[config.mk]
export PLATFORM = sky130hd
export DESIGN_NAME = trace_port
export DESIGN_NICKNAME = d
export VERILOG_FILES = /design/src/rtl/trace_pkg.sv /design/src/rtl/trace_evt_dec.sv /design/src/rtl/trace_fifo.sv /design/src/rtl/trace_shifter.sv /design/src/rtl/trace_pst_arb.sv /design/src/rtl/trace_port.sv
export SDC_FILE = /design/constraint.sdc
export NUM_CORES = 1
export LEC_CHECK = 0
export BUFFER_PORTS_ARGS = -buffer_cell sky130_fd_sc_hd__buf_2
export CAP_MARGIN = 20
export CORE_MARGIN = 5
export CORE_UTILIZATION = 52
export CTS_CLUSTER_DIAMETER = 50
export CTS_CLUSTER_SIZE = 24
export DETAILED_ROUTE_END_ITERATION = 8
export GPL_TIMING_DRIVEN = 0
export HOLD_SLACK_MARGIN = 0.15
export PLACE_DENSITY = 0.77
export SYNTH_ARGS = -nofsm -noshare
export SYNTH_HDL_FRONTEND = slang
export SYNTH_SLANG_ARGS = --single-unit
[constraint.sdc]
create_clock -name clk_i -period 4.9 [get_ports clk_i]
set_input_delay 0.245 -clock clk_i [delete_from_list [all_inputs] [get_ports clk_i]]
set_output_delay 0.245 -clock clk_i [all_outputs]
set_load 0.01 [all_outputs]
[src/rtl/trace_pkg.sv]
`timescale 1ns/1ps
package trace_pkg;
  localparam int unsigned NIB_W     = 4;
  localparam int unsigned PAY_BYTES = 4;
  localparam int unsigned PAY_W     = PAY_BYTES * 8;
  localparam int unsigned LEN_W     = $clog2(PAY_BYTES + 1);
  localparam int unsigned NCNT_W    = $clog2(2 * PAY_BYTES + 1);

  typedef enum logic [2:0] {
    EV_NONE   = 3'd0,
    EV_CONT   = 3'd1,
    EV_BEGIN  = 3'd2,
    EV_USER   = 3'd3,
    EV_PULSE  = 3'd4,
    EV_WDATA  = 3'd5,
    EV_BRANCH = 3'd6,
    EV_RTE    = 3'd7
  } ev_kind_e;

  localparam logic [3:0] PST_CONT   = 4'h0;
  localparam logic [3:0] PST_BEGIN  = 4'h1;
  localparam logic [3:0] PST_USER   = 4'h3;
  localparam logic [3:0] PST_PULSE  = 4'h4;
  localparam logic [3:0] PST_BRANCH = 4'h5;
  localparam logic [3:0] PST_RTE    = 4'h7;
  localparam logic [3:0] PST_MARK   = 4'h8;

  typedef struct packed {
    logic [LEN_W-1:0] nbytes;
    logic [PAY_W-1:0] data;
  } pay_t;

  function automatic logic [3:0] status_of(ev_kind_e k);
    case (k)
      EV_BEGIN:           return PST_BEGIN;
      EV_USER:            return PST_USER;
      EV_PULSE, EV_WDATA: return PST_PULSE;
      EV_BRANCH:          return PST_BRANCH;
      EV_RTE:             return PST_RTE;
      default:            return PST_CONT;
    endcase
  endfunction
endpackage

[src/rtl/trace_evt_dec.sv]
`timescale 1ns/1ps
module trace_evt_dec
  import trace_pkg::*;
(
  input  ev_kind_e         kind_i,
  input  logic [1:0]       wd_size_i,
  input  logic [LEN_W-1:0] br_bytes_i,
  input  logic [PAY_W-1:0] data_i,
  input  logic             accept_i,
  output logic             stat_v_o,
  output logic [3:0]       stat_o,
  output logic             push_o,
  output pay_t             pay_o
);
  localparam logic [LEN_W-1:0] MAXB = LEN_W'(PAY_BYTES);

  logic [LEN_W-1:0] wd_len, br_len, len;

  always_comb begin
    case (wd_size_i)
      2'd0:    wd_len = LEN_W'(1);
      2'd1:    wd_len = LEN_W'(2);
      default: wd_len = MAXB;
    endcase
    br_len = (br_bytes_i > MAXB) ? MAXB : br_bytes_i;
    case (kind_i)
      EV_WDATA:  len = wd_len;
      EV_BRANCH: len = br_len;
      default:   len = '0;
    endcase
  end

  assign stat_v_o    = accept_i && (kind_i != EV_NONE);
  assign stat_o      = status_of(kind_i);
  assign push_o      = accept_i && (len != '0);
  assign pay_o.nbytes = len;
  assign pay_o.data   = data_i;
endmodule

[src/rtl/trace_fifo.sv]
`timescale 1ns/1ps
module trace_fifo
  import trace_pkg::*;
#(
  parameter int unsigned DEPTH = 2,
  localparam int unsigned PTR_W = (DEPTH > 1) ? $clog2(DEPTH) : 1,
  localparam int unsigned CNT_W = $clog2(DEPTH + 1)
) (
  input  logic             clk_i,
  input  logic             rst_ni,
  input  logic             push_i,
  input  logic             pop_i,
  input  pay_t             din_i,
  output pay_t             dout_o,
  output logic             empty_o,
  output logic             full_o,
  output logic [CNT_W-1:0] cnt_o
);
  localparam logic [CNT_W-1:0] FULL_CNT = CNT_W'(DEPTH);
  localparam logic [PTR_W-1:0] LAST_PTR = PTR_W'(DEPTH - 1);

  pay_t             mem [DEPTH];
  logic [PTR_W-1:0] wr_q, rd_q;
  logic [CNT_W-1:0] cnt_q;

  function automatic logic [PTR_W-1:0] inc(logic [PTR_W-1:0] p);
    return (p == LAST_PTR) ? '0 : p + 1'b1;
  endfunction

  always_ff @(posedge clk_i or negedge rst_ni) begin
    if (!rst_ni) begin
      wr_q  <= '0;
      rd_q  <= '0;
      cnt_q <= '0;
    end else begin
      if (push_i) wr_q <= inc(wr_q);
      if (pop_i)  rd_q <= inc(rd_q);
      cnt_q <= cnt_q + CNT_W'(push_i) - CNT_W'(pop_i);
    end
  end

  for (genvar g = 0; g < DEPTH; g++) begin : g_slot
    always_ff @(posedge clk_i) begin
      if (push_i && wr_q == PTR_W'(g)) mem[g] <= din_i;
    end
  end

  assign dout_o  = mem[rd_q];
  assign empty_o = (cnt_q == '0);
  assign full_o  = (cnt_q == FULL_CNT);
  assign cnt_o   = cnt_q;
endmodule

[src/rtl/trace_shifter.sv]
`timescale 1ns/1ps
module trace_shifter
  import trace_pkg::*;
(
  input  logic             clk_i,
  input  logic             rst_ni,
  input  logic             load_i,
  input  pay_t             pay_i,
  output logic             busy_o,
  output logic             last_o,
  output logic [NIB_W-1:0] nib_o
);
  logic [NCNT_W-1:0] left_q;
  logic [PAY_W-1:0]  sh_q;

  always_ff @(posedge clk_i or negedge rst_ni) begin
    if (!rst_ni) begin
      left_q <= '0;
      sh_q   <= '0;
    end else if (load_i) begin
      left_q <= NCNT_W'({pay_i.nbytes, 1'b0});
      sh_q   <= pay_i.data;
    end else if (left_q != '0) begin
      left_q <= left_q - 1'b1;
      sh_q   <= sh_q >> NIB_W;
    end
  end

  assign busy_o = (left_q != '0);
  assign last_o = (left_q == NCNT_W'(1));
  assign nib_o  = sh_q[NIB_W-1:0];
endmodule

[src/rtl/trace_pst_arb.sv]
`timescale 1ns/1ps
module trace_pst_arb (
  input  logic       clk_i,
  input  logic       rst_ni,
  input  logic       mark_req_i,
  input  logic [3:0] mark_code_i,
  input  logic       stat_v_i,
  input  logic [3:0] stat_i,
  output logic [3:0] pst_nxt_o,
  output logic       hold_v_o
);
  logic       hold_v_q, hold_v_d;
  logic [3:0] hold_q, hold_d;

  // marker > held status > fresh status; stall keeps a fresh one from
  // arriving while held and marker collide
  always_comb begin
    hold_v_d  = hold_v_q;
    hold_d    = hold_q;
    pst_nxt_o = 4'h0;
    if (mark_req_i) begin
      pst_nxt_o = mark_code_i;
      if (stat_v_i) begin
        hold_v_d = 1'b1;
        hold_d   = stat_i;
      end
    end else if (hold_v_q) begin
      pst_nxt_o = hold_q;
      hold_v_d  = stat_v_i;
      hold_d    = stat_i;
    end else if (stat_v_i) begin
      pst_nxt_o = stat_i;
    end
  end

  always_ff @(posedge clk_i or negedge rst_ni) begin
    if (!rst_ni) begin
      hold_v_q <= 1'b0;
      hold_q   <= 4'h0;
    end else begin
      hold_v_q <= hold_v_d;
      hold_q   <= hold_d;
    end
  end

  assign hold_v_o = hold_v_q;
endmodule

[src/rtl/trace_port.sv]
`timescale 1ns/1ps
module trace_port
  import trace_pkg::*;
#(
  parameter int unsigned BUF_DEPTH = 2,
  localparam int unsigned CNT_W = $clog2(BUF_DEPTH + 1)
) (
  input  logic             clk_i,
  input  logic             rst_ni,
  input  logic [2:0]       ev_kind_i,
  input  logic [1:0]       wd_size_i,
  input  logic [LEN_W-1:0] br_bytes_i,
  input  logic [PAY_W-1:0] payload_i,
  output logic [3:0]       pst_o,
  output logic [NIB_W-1:0] ddata_o,
  output logic             stall_o
);
  ev_kind_e         kind;
  logic             accept, stat_v, push, pop;
  logic [3:0]       stat_code, mark_code, pst_nxt;
  pay_t             pay_in, head;
  logic             fifo_empty, fifo_full;
  logic [CNT_W-1:0] fifo_cnt;
  logic             sh_busy, sh_last, mark_req, hold_v;
  logic [NIB_W-1:0] sh_nib;
  logic [3:0]       pst_q;
  logic [NIB_W-1:0] dd_q;
  logic             dd_act;

  assign kind     = ev_kind_e'(ev_kind_i);
  assign mark_req = !fifo_empty && (!sh_busy || sh_last);
  assign pop      = mark_req;
  assign stall_o  = fifo_full || (hold_v && mark_req);
  assign accept   = (kind != EV_NONE) && !stall_o;
  assign mark_code = PST_MARK + 4'(head.nbytes) - 4'd1;

  trace_evt_dec u_dec (
    .kind_i     (kind),
    .wd_size_i  (wd_size_i),
    .br_bytes_i (br_bytes_i),
    .data_i     (payload_i),
    .accept_i   (accept),
    .stat_v_o   (stat_v),
    .stat_o     (stat_code),
    .push_o     (push),
    .pay_o      (pay_in)
  );

  trace_fifo #(.DEPTH(BUF_DEPTH)) u_fifo (
    .clk_i   (clk_i),
    .rst_ni  (rst_ni),
    .push_i  (push),
    .pop_i   (pop),
    .din_i   (pay_in),
    .dout_o  (head),
    .empty_o (fifo_empty),
    .full_o  (fifo_full),
    .cnt_o   (fifo_cnt)
  );

  trace_shifter u_shift (
    .clk_i  (clk_i),
    .rst_ni (rst_ni),
    .load_i (pop),
    .pay_i  (head),
    .busy_o (sh_busy),
    .last_o (sh_last),
    .nib_o  (sh_nib)
  );

  trace_pst_arb u_arb (
    .clk_i       (clk_i),
    .rst_ni      (rst_ni),
    .mark_req_i  (mark_req),
    .mark_code_i (mark_code),
    .stat_v_i    (stat_v),
    .stat_i      (stat_code),
    .pst_nxt_o   (pst_nxt),
    .hold_v_o    (hold_v)
  );

  // outputs registered; shifter load and marker share an edge, so the
  // extra data stage yields the one-cycle marker lead
  always_ff @(posedge clk_i or negedge rst_ni) begin
    if (!rst_ni) begin
      pst_q  <= 4'h0;
      dd_q   <= '0;
      dd_act <= 1'b0;
    end else begin
      pst_q  <= pst_nxt;
      dd_q   <= sh_busy ? sh_nib : '0;
      dd_act <= sh_busy;
    end
  end

  assign pst_o   = pst_q;
  assign ddata_o = dd_q;
endmodule

Yosys cells after proc, flatten, opt, wreduce, memory -nomap -nowiden. Memory sizes are Yosys's and may differ from the RTL's. Index checks and enable logic that the tools add are counted.

Add/subtract/negate cells: 7. $mul: 0. Div/mod/pow operators: 0. Order comparisons: 1. Equality and inequality tests: 10. Shift operators: 0. Mux-type cells: 27. Bitwise operators: 1. Reductions and logical operators: 22.

Operators by type and width (count): 32-bit two-way mux (2); 35-bit two-way mux (1); 35-bit OR reduction (1); 4-bit two-way mux (8); 3-bit case mux with 5 select lines (1); 3-bit equality test, second input constant (4); 3-bit case mux with 2 select lines (2); 1-bit two-way mux (11); 4-bit by 1-bit subtractor with 4-bit output, second input constant (2); 1-bit logical AND (7); 3-bit by 2-bit equality test with 1-bit output, second input constant (2); 3-bit two-way mux (2); 3-bit nonzero test (2); 4-bit by 3-bit adder with 4-bit output, first input constant (1); 4-bit by 1-bit equality test with 1-bit output, second input constant (1); 2-bit logical NOT (2); 2-bit nonzero test (2); 4-bit nonzero test (1); 3-bit > comparator, second input constant (1); 1-bit logical NOT (3); 1-bit adder, second input constant (2); 2-bit by 1-bit adder with 2-bit output (1); 2-bit by 1-bit equality test with 1-bit output, second input constant (1); 2-bit equality test, second input constant (1); other kinds (6) (7).

Flip-flop bits (word level): 53. Bits in latches: 0. Bits in writable memories: 70. Bits in read-only memories: 0. Input port bits: 42. Output and inout bits: 9. Logic and storage cells: 78. Memories: 1.

Memory list: u_fifo.mem (depth 2, width 35, rd ports 1, clocked after Yosys merged registers in 0, wr ports 1, line trace_fifo.sv:22) `pay_t mem [DEPTH];`.

Longest topological paths before layout.
Word-level depth: 14. Mapped depth: 11. Mapped depth without buffers: 10.

Modules after synthesis. Synthesis repeated with hierarchy kept, for this count alone.

Cell total of the unflattened synthesis: 427. Area, all modules: 5665.4 µm².

By module, submodules not included: trace_fifo (times used 1, cells each 124, area each 2872.8 µm², seq. area each 2202.1 µm²); trace_shifter (times used 1, cells each 198, area each 1780.5 µm², seq. area each 900.9 µm²); trace_evt_dec (times used 1, cells each 52, area each 371.6 µm², seq. area each 0.0 µm²); trace_pst_arb (times used 1, cells each 29, area each 329.1 µm², seq. area each 125.1 µm²); trace_port (times used 1, cells each 24, area each 311.5 µm², seq. area each 200.2 µm²).

Worst setup path after synthesis. Ideal clock, no wire load.

Kind: register to register. Start: register u_shift.left_q[0]. End: memory u_fifo.mem[0][0] in the netlist's numbering (enable). Library setup time: 0.431 ns. Arrival time: 3.217 ns. Data required time: 4.469 ns. Path slack: 1.252 ns. Cell stages (with the launch flop): 8. Buffers on the path: 0. Period minus slack after synthesis: 3.648 ns. Cell sequence: dfrtp_1 inv_1 ha_1 nor2_1 or4_4 clkinv_1 a2111oi_4 nor2b_1.

Longest elaborated chain between the ends: 14. Elaborated cells between the ends (all ways): 19. Those cells by class: eq/ne (1); mux (6); reduce/logical (12).

RTL lines: start, declared (line trace_shifter.sv:13) `logic [NCNT_W-1:0] left_q;`; start signal, assigned (line trace_shifter.sv:21) `left_q <= NCNT_W'({pay_i.nbytes, 1'b0});`; start signal, assigned (line trace_shifter.sv:24) `left_q <= left_q - 1'b1;`; 4-bit nonzero test (line trace_shifter.sv:29) `assign busy_o = (left_q != '0);`; 1-bit logical NOT (line trace_port.sv:31) `assign mark_req = !fifo_empty && (!sh_busy || sh_last);`; 1-bit logical OR * (line trace_port.sv:31); 1-bit logical AND * (line trace_port.sv:31); 1-bit logical AND * (line trace_port.sv:33) `assign stall_o = fifo_full || (hold_v && mark_req);`; 1-bit logical OR * (line trace_port.sv:33); 1-bit logical NOT * (line trace_port.sv:34) `assign accept = (kind != EV_NONE) && !stall_o;`; 1-bit logical AND * (line trace_port.sv:34); 1-bit logical AND * (line trace_evt_dec.sv:35) `assign push_o = accept_i && (len != '0);`; 1-bit logical AND (line trace_fifo.sv:44) `if (push_i && wr_q == PTR_W'(g)) mem[g] <= din_i;`; 1-bit two-way mux (line trace_fifo.sv:44); 1-bit two-way mux (implied by the code) (line trace_fifo.sv:44); 35-bit OR reduction (no source line); 1-bit two-way mux (no source line); end, declared (line trace_fifo.sv:22).

Every way passes the cells marked *; elsewhere a longest branch is shown, timed or not.

Final worst setup path.
Start: register u_shift.left_q[0]. End: memory u_fifo.mem[1][14] in the netlist's numbering (enable).

Same word-level chain as after synthesis.

==> impl_metrics.ini <==
[status]
outcome = finished clean

[synthesis]
async_flop_share_pct = 42.62
syn_avg_cell_area_um2 = 13.14
synth.distinct_cells = 36
yosysSeqAreaShare_pct = 67.98
synth_edf_count = 70
synthFlopType = edfxtp_1
synth_warnings = 0
synth_nets = 428
synth_top_area_cell = edfxtp_1
syn_area_um2 = 5006
syn_inst = 381
synthTopCellsByArea = edfxtp_1 (42%), dfrtp_1 (26%), a211oi_1 (4.6%), nor2b_1 (4.5%), o31ai_1 (4.2%)
yosys_register_bits = 122
synth_top_area_share_pct = 41.99

[floorplan]
dieArea_um2 = 11690
coreArea_um2 = 9328
start_util_pct = 53.67
die_w_um = 108.1
pin_count = 51
num_rows = 35
dieHeight_um = 108.1

[hold_path]
hold-path-endpoint = u_fifo.mem[1][34]
holdCritStartpoint = wd_size_i[1]
holdPathStages = 3
hold_class = in -> reg

[finish]
fin_nets = 538
fillers = 619
diodes = 0
drive_gt1_share_pct = 20.63
final_cell_mix = edfxtp_1 (70), buf_2 (61), dfrtp_1 (52), dlygate4sd3_1 (39), nand2_1 (38)
area_growth_pct = 28.92
final_common_cell = edfxtp_1

[grt]
grt_first_pass_wirelength_mm = 18.19
grtUsageTotal_pct = 20.62
grt_max_degree = 53
gr-total-overflow = 0
antenna_found_initial = 0
grt_pass1_vias = 3660

[clock_network]
cts_setup_buffers = 0
max-clock-path-buffers = 2
cts_buffers = 17
ctsHtreeMaxLevel = 4
numClockSinks = 122
cts-root-buf = clkbuf_8
clkLatencyLatePin_ns = 0.52
cts.clk_slew.worst_paths_ns = 0.06
cts_tree = built

[power_and_ir_drop]
ir_worst_vdd_mv = 0.3028
p_leak_nw = 2.519
p_sw_share_pct = 31.53
intPower_mw = 2.528
seq_power_share_pct = 39.9
power_density_nw_per_um2 = 572.1
clock_power_share_pct = 33.6
comb_power_share_pct = 26.5
p_sw_mw = 1.164

[setup_path]
end_kind = register
worst_ep_arrival_time_ns = 3.24
worstReg2RegEnd = u_fifo.mem[1][14]
rr_worst_depth = 7
path_cells = inv_1 -> ha_1 -> nor2_1 -> or4_4 -> clkinv_1 -> a2111oi_4 -> and2_2
critPathKind = reg -> reg
start_kind = register
critical-path-slowest-cell = and2_2
r2r_setup_slack_ns = 1.80
cp_max_fo = 35
critPathRequiredTime_ns = 5.04
cpPeakStageDelay_ns = 0.80
rr_startpoint = u_shift.left_q[0]

[sta]
clock.fmax_ghz = 0.3223
period_share_pct = 63.32
relSlewSlack_pct = 41.18
slew_violations = 0
rsz0062_at_grt = no
min_period_ns = 3.103
fin_tns_setup_ns = 0
final_hold_viol_count = 0
worstMarginPinSlew_ns = 0.8823
finalSetupViolCount = 0
whs_ns = 0.1989
finClkSkew_ns = 0.01197

[drt]
ant_nets = 0
drc_errors = 0
firstDrtPassIters = 4
drt-wirelength-per-cell_um = 17.16
initialDrtViolationCount = 202
viasPerCell = 5.359
finalWirelength_mm = 10.87
routed-via-count = 3392

[placed_design]
hpwlAfterDp_mm = 6.825
port-buffer-count = 50
gp_congestion = 0.8170

[run]
maxCapViolCount = 0
-- cell type report --
cell class                 count  area, um^2  area share, %
sequential                   122        3403          52.73
multi-input combinational    228        1470          22.78
timing repair buffer          91       688.2          10.66
clock buffer                  18       417.9          6.475
clock inverter                14       171.4          2.656
tap                          129       161.4          2.501
buffer                        23       111.4          1.725
inverter                       8       30.03         0.4653
-- what timing repair did --
action / in CTS / in global routing
hold endpoints to repair: 122 / 10
resized for setup: 0 / 0
hold buffers: 38 / 1
-- worst max path at each step --
stage,depth (start not counted),end,slack [ns],startpoint
detailed placement,7,u_fifo.mem[1][27],1.82,u_shift.left_q[0]
CTS,7,u_fifo.mem[1][1],1.78,u_shift.left_q[0]
global route,7,u_fifo.mem[1][1],1.55,u_shift.left_q[0]
floorplan,7,u_fifo.mem[0][0],1.25,u_shift.left_q[0]
finish,7,u_fifo.mem[1][14],1.80,u_shift.left_q[0]
global placement,7,u_fifo.mem[0][25],0.20,u_shift.left_q[0]
-- power groups by stage --
stage	sequential [mW]	clock [mW]	combinational [mW]
floorplan	1.47	0	0.660
global placement	1.48	0	0.891
detailed placement	1.49	0	0.937
CTS	1.47	1.25	0.979
global route	1.50	1.30	1.09
finish	1.47	1.24	0.979
-- Yosys cell counts, types with 2 or more instances --
master,count
nor3_1,4
a211oi_1,31
mux2_4,2
nor2_1,36
edfxtp_1,70
xnor2_1,3
nor3b_1,3
mux2i_1,9
mux2_2,2
nor2b_1,36
xor2_1,4
o21ai_0,8
nand2_1,38
a21o_1,2
clkbuf_1,10
inv_1,7
ha_1,5
dfrtp_1,52
a21oi_1,4
and2_1,2
buf_2,11
o31ai_1,28
-- through the flow --
stage	power [mW]	setup slack, ns	cell area (um^2)	std cells	util (%)
final	3.692	1.797	6454	633	69.19
after global placement	2.370	0.2030	5418	560	58.08
after CTS	3.699	1.780	6424	631	68.87
after global routing	3.887	1.551	6454	633	69.19
after detailed placement	2.427	1.824	5454	561	58.47
after floorplan	2.126	1.252	5006	381	-
-- cell families (layout without fill, tap and decap cells) --
kind of cell / after synthesis / count (layout) / synth area share [%]
muxes: 13 / 13 / 2.849
AOI/OAI and AO/OA: 78 / 78 / 11.72
and+or+nand+nor: 124 / 124 / 11.95
buffers and inverters: 31 / 154 / 2.824
xor gates and xnor gates: 7 / 7 / 1.225
adders and majority gates: 6 / 6 / 1.450
DFF: 122 / 122 / 67.98
-- registers in the layout, indices dropped and copies added (netlist names), 2 cells and up --
register,cells
u_arb.hold_q,3
u_fifo.mem,70
ddata_o,4
u_shift.sh_q,32
pst_o,4
u_fifo.cnt_o,2
u_shift.left_q,4
-- worst max-delay path, delay by kind of cell (launching register included) --
family,cells,cell delay (ns)
AO/OA/AOI/OAI,1,0.56
adder cells (fa/ha/maj),1,0.24
buffers and inverters,2,0.31
flip-flops,1,0.42
AND/OR/NAND/NOR,3,1.16
-- per-layer routing --
layer,wire length (um),share of wire [%],up-vias,global-route usage (%)
li1,-,-,1607,-
met1,4427,41,1673,24.39
met2,5791,53,90,36.68
met3,462,4.3,22,4.716
met4,183,1.7,0,7.755
met5,0,0,-,0
Power figures use the tool's default switching activity.
